===== src/rtl/wtbl_pkg.sv =====
package wtbl_pkg;

    // register select codes
    typedef enum logic [1:0] {
        SEL_FREQ_LO = 2'd0,
        SEL_FREQ_HI = 2'd1,
        SEL_CTRL    = 2'd2,
        SEL_SPARE   = 2'd3
    } reg_sel_e;

    // master ratio codes
    typedef enum logic [1:0] {
        MV_FULL       = 2'd0,
        MV_TWO_THIRDS = 2'd1,
        MV_HALF       = 2'd2,
        MV_TWO_FIFTHS = 2'd3
    } mvol_e;

    localparam int HALT_BIT = 7;
    localparam int WEN_BIT  = 7;
    localparam logic [1:0] RD_TAG = 2'b01;

endpackage


===== src/rtl/wtbl_regs.sv =====
module wtbl_regs
    import wtbl_pkg::*;
#(
    parameter int FREQ_W = 12
) (
    input  logic              clk,
    input  logic              rst,
    input  logic              reg_we,
    input  logic [1:0]        reg_sel,
    input  logic [7:0]        reg_wdata,
    output logic [FREQ_W-1:0] freq,
    output logic              halt,
    output logic              wen,
    output mvol_e             mvol
);

    localparam int HI_W = FREQ_W - 8;

    typedef struct packed {
        logic [FREQ_W-1:0] freq;
        logic              halt;
        logic              wen;
        mvol_e             mvol;
    } regs_t;

    regs_t st_d, st_q;

    always_comb begin
        st_d = st_q;
        if (reg_we) begin
            case (reg_sel_e'(reg_sel))
                SEL_FREQ_LO: st_d.freq[7:0] = reg_wdata;
                SEL_FREQ_HI: begin
                    st_d.freq[FREQ_W-1:8] = reg_wdata[HI_W-1:0];
                    st_d.halt             = reg_wdata[HALT_BIT];
                end
                SEL_CTRL: begin
                    st_d.wen  = reg_wdata[WEN_BIT];
                    st_d.mvol = mvol_e'(reg_wdata[1:0]);
                end
                default: ;
            endcase
        end
    end

    always_ff @(posedge clk) begin
        if (rst) begin
            st_q.freq <= '0;
            st_q.halt <= 1'b0;
            st_q.wen  <= 1'b0;
            st_q.mvol <= MV_FULL;
        end else begin
            st_q <= st_d;
        end
    end

    assign freq = st_q.freq;
    assign halt = st_q.halt;
    assign wen  = st_q.wen;
    assign mvol = st_q.mvol;

endmodule


===== src/rtl/wtbl_table.sv =====
module wtbl_table #(
    parameter int SAMPLE_W = 6,
    parameter int IDX_W    = 6
) (
    input  logic                clk,
    input  logic                we,
    input  logic [IDX_W-1:0]    waddr,
    input  logic [SAMPLE_W-1:0] wdata,
    input  logic [IDX_W-1:0]    cpu_addr,
    output logic [SAMPLE_W-1:0] cpu_data,
    input  logic [IDX_W-1:0]    play_addr,
    output logic [SAMPLE_W-1:0] play_data
);

    localparam int DEPTH = 1 << IDX_W;

    logic [SAMPLE_W-1:0] mem_d [DEPTH];
    logic [SAMPLE_W-1:0] mem_q [DEPTH];

    for (genvar e = 0; e < DEPTH; e++) begin : g_entry
        always_comb begin
            mem_d[e] = mem_q[e];
            if (we && (waddr == IDX_W'(e))) begin
                mem_d[e] = wdata;
            end
        end

        always_ff @(posedge clk) begin
            mem_q[e] <= mem_d[e];
        end
    end

    assign cpu_data  = mem_q[cpu_addr];
    assign play_data = mem_q[play_addr];

endmodule


===== src/rtl/wtbl_phase.sv =====
module wtbl_phase #(
    parameter int PHASE_W = 22,
    parameter int FREQ_W  = 12,
    parameter int MOD_W   = 14,
    parameter int IDX_W   = 6
) (
    input  logic                    clk,
    input  logic                    rst,
    input  logic                    step_en,
    input  logic                    halt,
    input  logic [FREQ_W-1:0]       freq,
    input  logic signed [MOD_W-1:0] mod_ofs,
    output logic [IDX_W-1:0]        idx,
    output logic [PHASE_W-1:0]      phase
);

    localparam int WIDE_W = (FREQ_W + 1 > MOD_W) ? FREQ_W + 1 : MOD_W;
    localparam int SUM_W  = WIDE_W + 1;

    typedef struct packed {
        logic [PHASE_W-1:0] phase;
    } ph_t;

    ph_t ph_d, ph_q;

    logic signed [SUM_W-1:0] freq_s;
    logic signed [SUM_W-1:0] mod_s;
    logic signed [SUM_W-1:0] sum;
    logic                    sum_pos;
    logic                    advance;
    logic [PHASE_W-1:0]      inc;

    always_comb begin
        freq_s  = {{(SUM_W - FREQ_W){1'b0}}, freq};
        mod_s   = {{(SUM_W - MOD_W){mod_ofs[MOD_W-1]}}, mod_ofs};
        sum     = freq_s + mod_s;
        sum_pos = !sum[SUM_W-1] && (sum != '0);
        advance = step_en && !halt && (freq != '0) && sum_pos;
        inc     = {{(PHASE_W - SUM_W){1'b0}}, sum};

        ph_d = ph_q;
        if (halt) begin
            ph_d.phase = '0;
        end else if (advance) begin
            ph_d.phase = ph_q.phase + inc;
        end
    end

    always_ff @(posedge clk) begin
        if (rst) begin
            ph_q.phase <= '0;
        end else begin
            ph_q <= ph_d;
        end
    end

    assign idx   = halt ? '0 : ph_q.phase[PHASE_W-1 -: IDX_W];
    assign phase = ph_q.phase;

endmodule


===== src/rtl/wtbl_mixer.sv =====
module wtbl_mixer
    import wtbl_pkg::*;
#(
    parameter int SAMPLE_W = 6,
    parameter int VOL_W    = 6,
    parameter int VOL_CAP  = 32,
    parameter int OUT_W    = 12
) (
    input  logic                clk,
    input  logic                rst,
    input  logic                hold,
    input  logic [SAMPLE_W-1:0] sample,
    input  logic [VOL_W-1:0]    vol_gain,
    input  mvol_e               mvol,
    output logic [OUT_W-1:0]    level
);

    localparam int PROD_W = SAMPLE_W + VOL_W;
    localparam int EXT_W  = PROD_W + 2;
    localparam logic [VOL_W-1:0] CAP = VOL_W'(VOL_CAP);

    typedef struct packed {
        logic [OUT_W-1:0] level;
    } mix_t;

    mix_t mx_d, mx_q;

    logic [VOL_W-1:0]  eff;
    logic [PROD_W-1:0] prod;
    logic [EXT_W-1:0]  p_ext;
    logic [EXT_W-1:0]  scaled;

    always_comb begin
        eff   = (vol_gain > CAP) ? CAP : vol_gain;
        prod  = PROD_W'(sample) * PROD_W'(eff);
        p_ext = EXT_W'(prod);
        case (mvol)
            MV_TWO_THIRDS: scaled = (p_ext << 1) / EXT_W'(3);
            MV_HALF:       scaled = p_ext >> 1;
            MV_TWO_FIFTHS: scaled = (p_ext << 1) / EXT_W'(5);
            default:       scaled = p_ext;
        endcase

        mx_d = mx_q;
        if (!hold) begin
            mx_d.level = OUT_W'(scaled);
        end
    end

    always_ff @(posedge clk) begin
        if (rst) begin
            mx_q.level <= '0;
        end else begin
            mx_q <= mx_d;
        end
    end

    assign level = mx_q.level;

endmodule


===== src/rtl/wtbl_channel.sv =====
module wtbl_channel
    import wtbl_pkg::*;
#(
    parameter int SAMPLE_W = 6,
    parameter int IDX_W    = 6,
    parameter int FREQ_W   = 12,
    parameter int MOD_W    = 14,
    parameter int PHASE_W  = 22,
    parameter int VOL_W    = 6,
    parameter int VOL_CAP  = 32,
    parameter int OUT_W    = 12
) (
    input  logic                    clk,
    input  logic                    rst,
    input  logic                    step_en,
    input  logic                    reg_we,
    input  logic [1:0]              reg_sel,
    input  logic [7:0]              reg_wdata,
    input  logic                    tbl_we,
    input  logic [IDX_W-1:0]        tbl_addr,
    input  logic [SAMPLE_W-1:0]     tbl_wdata,
    output logic [SAMPLE_W+1:0]     tbl_rdata,
    input  logic [VOL_W-1:0]        vol_gain,
    input  logic signed [MOD_W-1:0] mod_ofs,
    output logic [IDX_W-1:0]        wave_idx,
    output logic [OUT_W-1:0]        sample_out
);

    logic [FREQ_W-1:0]   freq_w;
    logic                halt_w;
    logic                wen_w;
    mvol_e               mvol_w;
    logic [PHASE_W-1:0]  phase_w;
    logic [SAMPLE_W-1:0] cpu_smp;
    logic [SAMPLE_W-1:0] play_smp;
    logic                tbl_wr_ok;

    assign tbl_wr_ok = tbl_we && wen_w;

    wtbl_regs #(
        .FREQ_W (FREQ_W)
    ) u_regs (
        .clk       (clk),
        .rst       (rst),
        .reg_we    (reg_we),
        .reg_sel   (reg_sel),
        .reg_wdata (reg_wdata),
        .freq      (freq_w),
        .halt      (halt_w),
        .wen       (wen_w),
        .mvol      (mvol_w)
    );

    wtbl_table #(
        .SAMPLE_W (SAMPLE_W),
        .IDX_W    (IDX_W)
    ) u_table (
        .clk       (clk),
        .we        (tbl_wr_ok),
        .waddr     (tbl_addr),
        .wdata     (tbl_wdata),
        .cpu_addr  (tbl_addr),
        .cpu_data  (cpu_smp),
        .play_addr (wave_idx),
        .play_data (play_smp)
    );

    wtbl_phase #(
        .PHASE_W (PHASE_W),
        .FREQ_W  (FREQ_W),
        .MOD_W   (MOD_W),
        .IDX_W   (IDX_W)
    ) u_phase (
        .clk     (clk),
        .rst     (rst),
        .step_en (step_en),
        .halt    (halt_w),
        .freq    (freq_w),
        .mod_ofs (mod_ofs),
        .idx     (wave_idx),
        .phase   (phase_w)
    );

    wtbl_mixer #(
        .SAMPLE_W (SAMPLE_W),
        .VOL_W    (VOL_W),
        .VOL_CAP  (VOL_CAP),
        .OUT_W    (OUT_W)
    ) u_mixer (
        .clk      (clk),
        .rst      (rst),
        .hold     (wen_w),
        .sample   (play_smp),
        .vol_gain (vol_gain),
        .mvol     (mvol_w),
        .level    (sample_out)
    );

    assign tbl_rdata = {RD_TAG, cpu_smp};

endmodule


===== config.mk =====
export PLATFORM = sky130hd
export DESIGN_NAME = wtbl_channel
export DESIGN_NICKNAME = d
export VERILOG_FILES = /design/src/rtl/wtbl_pkg.sv /design/src/rtl/wtbl_regs.sv /design/src/rtl/wtbl_table.sv /design/src/rtl/wtbl_phase.sv /design/src/rtl/wtbl_mixer.sv /design/src/rtl/wtbl_channel.sv
export SDC_FILE = /design/constraint.sdc
export NUM_CORES = 1
export LEC_CHECK = 0
export ABC_AREA = 0
export CAP_MARGIN = 5
export CORE_AREA = 8 8 223 225
export DETAILED_ROUTE_END_ITERATION = 6
export DIE_AREA = 0 0 231 233
export GPL_ROUTABILITY_DRIVEN = 0
export PLACE_DENSITY = 0.78
export RECOVER_POWER = 100
export SYNTH_ARGS = -nofsm -noshare
export SYNTH_HDL_FRONTEND = slang
export SYNTH_HIERARCHICAL = 1
export SYNTH_SLANG_ARGS = --single-unit

===== constraint.sdc =====
create_clock -name clk -period 43.9 [get_ports clk]
set_input_delay 8.78 -clock clk [delete_from_list [all_inputs] [get_ports clk]]
set_output_delay 8.78 -clock clk [all_outputs]
set_load 0.1 [all_outputs]

==> impl_metrics.ini, run 1 <==
[status]
status = finished with violations
violations = max-capacitance violations, max-slew violations

[cts]
root_buffer = clkbuf_16
cts_buffers = 47
ctsLongestPathBuffers = 3
cts_setup_buffers = 0
cts_hold_buffers = 0
cts_tree = built
cts-htree-levels = 2
post_cts_resized = 0
clock_latency_ns = 0.58
cts_sinks = 434
clk_pin_slew_ns = 0.06

[timing]
maxSlewViolCount = 574
finalSetupTns_ns = 0
timing.fmax_mhz = 28.5
hold_viol_final = 0
holdWs_ns = 0.462
finalCriticalPeriod_ns = 35.10
rsz0062_at_grt = no
finalSetupViolations = 0
finalClockSkew_ns = 0.0180
layout_setup_ws_ns = 8.80
tightest_slew_ns = 3.91
finalCritPeriodShare_pct = 80.0
slew_headroom_pct = -161

[layout]
final_util_pct = 62.1
drive_gt1_share_pct = 17.3
finish.instance_area_um2 = 28600
area_growth_pct = 9.76
final_cells = 2616
final_net_count = 2111

[global_routing]
grt_max_degree = 72
grt_pass1_vias = 17637
grt_usage_pct = 24.7
overflow = 0
grt-busiest-layer = met2
grtUsageMet1_pct = 32.2
antenna_found_initial = 1
use_met2_pct = 40.4
grt_pass1_wl_um = 104000
gr-usage-met3_pct = 4.65

[power_and_ir_drop]
vdd_drop_max_mv = 0.122
p_total_mw = 1.74
leakagePower_nw = 9.82
pwr_density_cell_nw_per_um2 = 60.8

[synth]
yosys.area.top_type = edfxtp_1
synth-edff-count = 384
synth_cell_types = 108
synth_commonest_cells = edfxtp_1, mux4_2, nor2_1
yosys-top-cells-area = edfxtp_1, mux4_2, mux2i_1, dfxtp_1, ha_1
synthArstFlopShare_pct = 0
yosysMostFrequentCell = edfxtp_1
syn-num-nets = 2069
yosysSeqAreaShare_pct = 48.1
yosys_warnings = 6
ys_seq_elements = 434
synth_area_um2 = 26000
avgSynthCellArea_um2 = 13.5
ys.flop_type = edfxtp_1
syn_inst = 1929
synth_top_cell_area_share_pct = 44.3

[setup_path]
cp_max_fo = 14
cp_slowest_cell = a2111oi_0
cp_data_required_time_ns = 44.35
max_stage_delay_ns = 1.06
crit_type = in2reg
r2r_cells = 103
cp-start-kind = input port
rrSetupSlack_ns = 14.10
cpMostUsedCell = ha_1
cp-end-kind = register
r2r-end = u_mixer/level[0]$_SDFFE_PP0N_
r2r-start = u_regs/halt$_SDFFE_PP0P_
cp.arrival_ns = 35.56

[hold_path]
min-delay-start = u_mixer/level[4]$_SDFFE_PP0N_
hold_depth = 2
worstHoldEndpoint = u_mixer/level[4]$_SDFFE_PP0N_
hp-class = reg2reg

[floorplanning]
core_area_um2 = 46100
start_util_pct = 56.6
rows = 79
die-area_um2 = 53800
die-height_um = 233
die_w_um = 231
io_pins = 73

[placement]
place_ws_ns = 10.31
dp_cells = 2529
placed_area_um2 = 27100
place_hpwl_um = 46300
port_buffers = 70

[route]
wire_per_inst_um = 25.9
dr.pass1.iters = 6
dr.first_iter.drc_count = 2162
drc = 0
vias_per_cell = 6.90
via_count = 18047
wl_um = 67800
ant_nets = 0

[flow_run]
maxCapViolCount = 10
==> power by group <==
| group | internal [mW] | switching (mW) | total, mW |
|---|---|---|---|
| Sequential | 0.452 | 0.00215 | 0.455 |
| Combinational | 0.325 | 0.560 | 0.886 |
| Clock | 0.232 | 0.165 | 0.397 |
==> worst max-delay path by stage <==
stage	end	start	cells after the start	slack [ns]
after floorplan	u_mixer/level[0]$_SDFFE_PP0N_	vol_gain[5]	97	13.56
after global placement	u_mixer/level[0]$_SDFFE_PP0N_	vol_gain[5]	97	11.45
after detailed placement	u_mixer/level[0]$_SDFFE_PP0N_	vol_gain[5]	96	10.31
after CTS	u_mixer/level[0]$_SDFFE_PP0N_	vol_gain[5]	96	10.78
after global routing	u_mixer/level[0]$_SDFFE_PP0N_	vol_gain[5]	96	6.81
final	u_mixer/level[0]$_SDFFE_PP0N_	vol_gain[5]	95	8.80
==> cell families after synthesis <==
| logic type | count (synthesis) | share of synthesized area (%) |
|---|---|---|
| AO/OA/AOI/OAI | 375 | 10.7 |
| XOR/XNOR | 58 | 2.04 |
| adder cells (fa/ha/maj) | 94 | 5.05 |
| buffers and inverters | 138 | 2.55 |
| flip-flops | 434 | 48.1 |
| multiplexers | 326 | 21.7 |
| other | 2 | 0.0288 |
| AND/OR/NAND/NOR | 502 | 9.86 |
==> critical path: cells and delay by family <==
kind / cells / cell delay, ns
and+or+nand+nor: 29 / 7.14
adders and majority gates: 16 / 5.61
muxes: 4 / 0.92
buffers and inverters: 6 / 1.20
xor gates and xnor gates: 7 / 2.06
AOI/OAI and AO/OA: 33 / 9.79
==> flip-flops by register name (all words and copies together), names as in the netlist <==
register,count
u_table/mem_q,384
u_phase/phase,22
u_regs/wen,1
u_regs/mvol,2
u_regs/freq,12
u_regs/halt,1
u_mixer/level,12
==> layout by cell type, fill, tap and decap left out, types with 12 or more instances in the layout <==
cell type,n
nand2b_1,34
a211oi_1,30
xnor2_1,36
dlygate4sd3_1,27
nor2b_1,21
edfxtp_1,384
a31oi_1,14
nor2_1,159
nand2_1,94
nand3b_1,12
dfxtp_1,50
mux4_2,188
o21ai_1,17
nand3_1,29
clkdlybuf4s50_1,34
ha_1,74
o21ai_0,41
a22oi_1,12
clkbuf_16,47
clkbuf_1,16
mux2_2,18
inv_1,41
o22ai_1,22
mux2i_1,112
xor2_1,20
and2_1,43
a21oi_1,73
fa_1,19
a21o_1,30
buf_4,17
nor3_1,24
==> routing by layer <==
metal / up-vias / wire length, um
met5: - / 9
met4: 2 / 3020
met3: 201 / 5730
met2: 996 / 32500
met1: 9050 / 26500
li1: 7798 / -
==> final cells by class <==
type / instances / area [um^2]
inverters: 42 / 158
diodes: 1 / 2.50
flip-flops and latches: 434 / 12500
well taps: 607 / 759
repair buffers: 89 / 781
clock buffers: 53 / 1200
multi-input cells: 1357 / 12800
clock inverters: 33 / 327
fillers: 3414 / 17500
No activity file was read; power rests on OpenSTA's default activity.
==> inputs of run 2 (changes only) <==
PLACE_DENSITY = 0.81   (was 0.78)
clock period = 28.4 ns   (was 43.9 ns; I/O delays follow)
==> run 2 against run 1 <==
The run still ends with max-capacitance violations, max-slew violations left; setup slack worse by 7.8 ns; combinational power increased by 61%; final cell count is 0.19% higher; cell area up 1.1%; clock power is 59% higher; utilization grew 0.69 points; clock-buffer cell count down 3; critical path depth rose by 3; global-route usage increased by 0.78 points; largest cell class unchanged; largest power group unchanged.
==> impl_metrics.ini, run 2 (synthesis results as in run 1) <==
[power_and_ir_drop]
comb_power_share_pct = 51.7
vdd_drop_max_mv = 0.165
seqPwrFrac_pct = 25.4
switching_share_pct = 42.1
p_clk_share_pct = 22.8
p_total_mw = 2.76
internal_power_mw = 1.60
pwr_density_cell_nw_per_um2 = 95.5
p_sw_mw = 1.16
leakagePower_nw = 9.92

[setup_path]
r2r-start = u_regs/halt$_SDFFE_PP0P_
r2r_cells = 104
cp_max_fo = 7
rrSetupSlack_ns = 3.23
cp-end-kind = register
cp-start-kind = input port
cp_slowest_cell = fa_1
cp_data_required_time_ns = 28.87
max_stage_delay_ns = 0.54
cpMostUsedCell = ha_1
cp.arrival_ns = 27.90
crit_type = in2reg
r2r-end = u_mixer/level[0]$_SDFFE_PP0N_

[global_routing]
overflow = 0
grt-busiest-layer = met2
grt_pass1_wl_um = 107000
grtUsageMet1_pct = 32.9
grt_pass1_vias = 18238
antenna_found_initial = 0
use_met2_pct = 41.3
grt_max_degree = 88
grt_usage_pct = 25.5
gr-usage-met3_pct = 5.49

[cts]
cts_hold_buffers = 0
ctsLongestPathBuffers = 3
clock_latency_ns = 0.60
cts_tree = built
root_buffer = clkbuf_16
clk_pin_slew_ns = 0.06
cts-htree-levels = 2
cts_sinks = 434
cts_buffers = 46

[layout]
fillers = 3374
drive_gt1_share_pct = 19.1
final_net_count = 2120
finish.instance_area_um2 = 28900
diodes = 0
area_growth_pct = 11.0
largest_register = u_table/mem_q
largest_reg_flops = 384
top_regs = u_table/mem_q x384, u_phase/phase x22
layout_commonest_cell = edfxtp_1
layout_common_cells = edfxtp_1, mux4_2, nor2_1

[status]
violations = max-capacitance violations, max-slew violations
status = finished with violations

[route]
ant_nets = 0
via_count = 18512
wire_per_inst_um = 26.7
dr.first_iter.drc_count = 2033
drc = 0
wl_um = 70100
dr.pass1.iters = 6
vias_per_cell = 7.06

[timing]
finalClockSkew_ns = 0.00934
tightest_slew_ns = 4.26
hold_viol_final = 0
slew_headroom_pct = -184
layout_setup_ws_ns = 0.965
timing.fmax_mhz = 36.5
finalCritPeriodShare_pct = 96.6
finalSetupTns_ns = 0
maxSlewViolCount = 554
finalSetupViolations = 0
finalCriticalPeriod_ns = 27.43

[placement]
port_buffers = 70
placed_area_um2 = 27200
place_ws_ns = -0.517
place_hpwl_um = 46000

[hold_path]
min-delay-start = u_mixer/level[4]$_SDFFE_PP0N_
hold_depth = 2
hp-class = reg2reg
worstHoldEndpoint = u_mixer/level[4]$_SDFFE_PP0N_

[floorplanning]
core_area_um2 = 46100
die_w_um = 231
die-height_um = 233
die-area_um2 = 53800
io_pins = 73
start_util_pct = 56.6
rows = 79

[flow_run]
maxCapViolCount = 10
## run 2: worst max-delay path, delay by kind of cell
kind,cells,cell delay [ns]
xor gates and xnor gates,6,1.23
AOI/OAI and AO/OA,35,7.40
muxes,4,1.06
and+or+nand+nor,30,6.09
buffers and inverters,7,1.01
adders and majority gates,16,5.42
## run 2: area by class of cell
cell class | count | area [um^2] | share of cell area [%]
clock buffer | 50 | 1170 | 4.03
clock inverter | 32 | 400 | 1.39
inverter | 42 | 158 | 0.545
multi-input combinational | 1357 | 13000 | 45.0
sequential | 434 | 12500 | 43.4
tap | 607 | 759 | 2.63
timing repair buffer | 99 | 878 | 3.04
## run 2: worst max-delay path by stage
stage,from,end,slack [ns],cells after the start
6_report,vol_gain[0],u_mixer/level[0]$_SDFFE_PP0N_,0.97,98
4_1_cts,vol_gain[5],u_mixer/level[0]$_SDFFE_PP0N_,0.008,97
2_1_floorplan,vol_gain[5],u_mixer/level[0]$_SDFFE_PP0N_,1.16,97
5_1_grt,vol_gain[0],u_mixer/level[0]$_SDFFE_PP0N_,-0.12,99
3_3_place_gp,vol_gain[5],u_mixer/level[0]$_SDFFE_PP0N_,0.43,95
3_5_place_dp,vol_gain[5],u_mixer/level[0]$_SDFFE_PP0N_,-0.52,97
## run 2: power groups by stage
stage          clock network (mW)  registers (mW)  logic [mW]
3_5_place_dp                    0           0.715        1.35
4_1_cts                     0.639           0.702        1.36
5_1_grt                     0.660           0.703        1.54
6_report                    0.631           0.703        1.43
2_1_floorplan                   0           0.728        1.05
3_3_place_gp                    0           0.715        1.33
## run 2: stage by stage
stage                     instances  utilization, %  hold slack, ns
final                          2621            62.8           0.455
after global routing           2621            62.8           0.472
after CTS                      2620            62.5           0.462
after detailed placement       2538            59.1           0.453
after global placement         2538            59.1           0.448
after floorplan                1929               -           0.442
## run 2: routing by layer
metal | vias to the layer above | wire, um | share of wire, %
met5 | - | 0 | 0
met4 | 0 | 3450 | 4.9
met3 | 256 | 7210 | 10
met2 | 1229 | 33400 | 48
met1 | 9218 | 26000 | 37
li1 | 7809 | - | -
## run 2: what timing repair did
action	CTS	global route
setup buffers	0	1
endpoints found under the setup margin	0	2
resized for setup	0	27
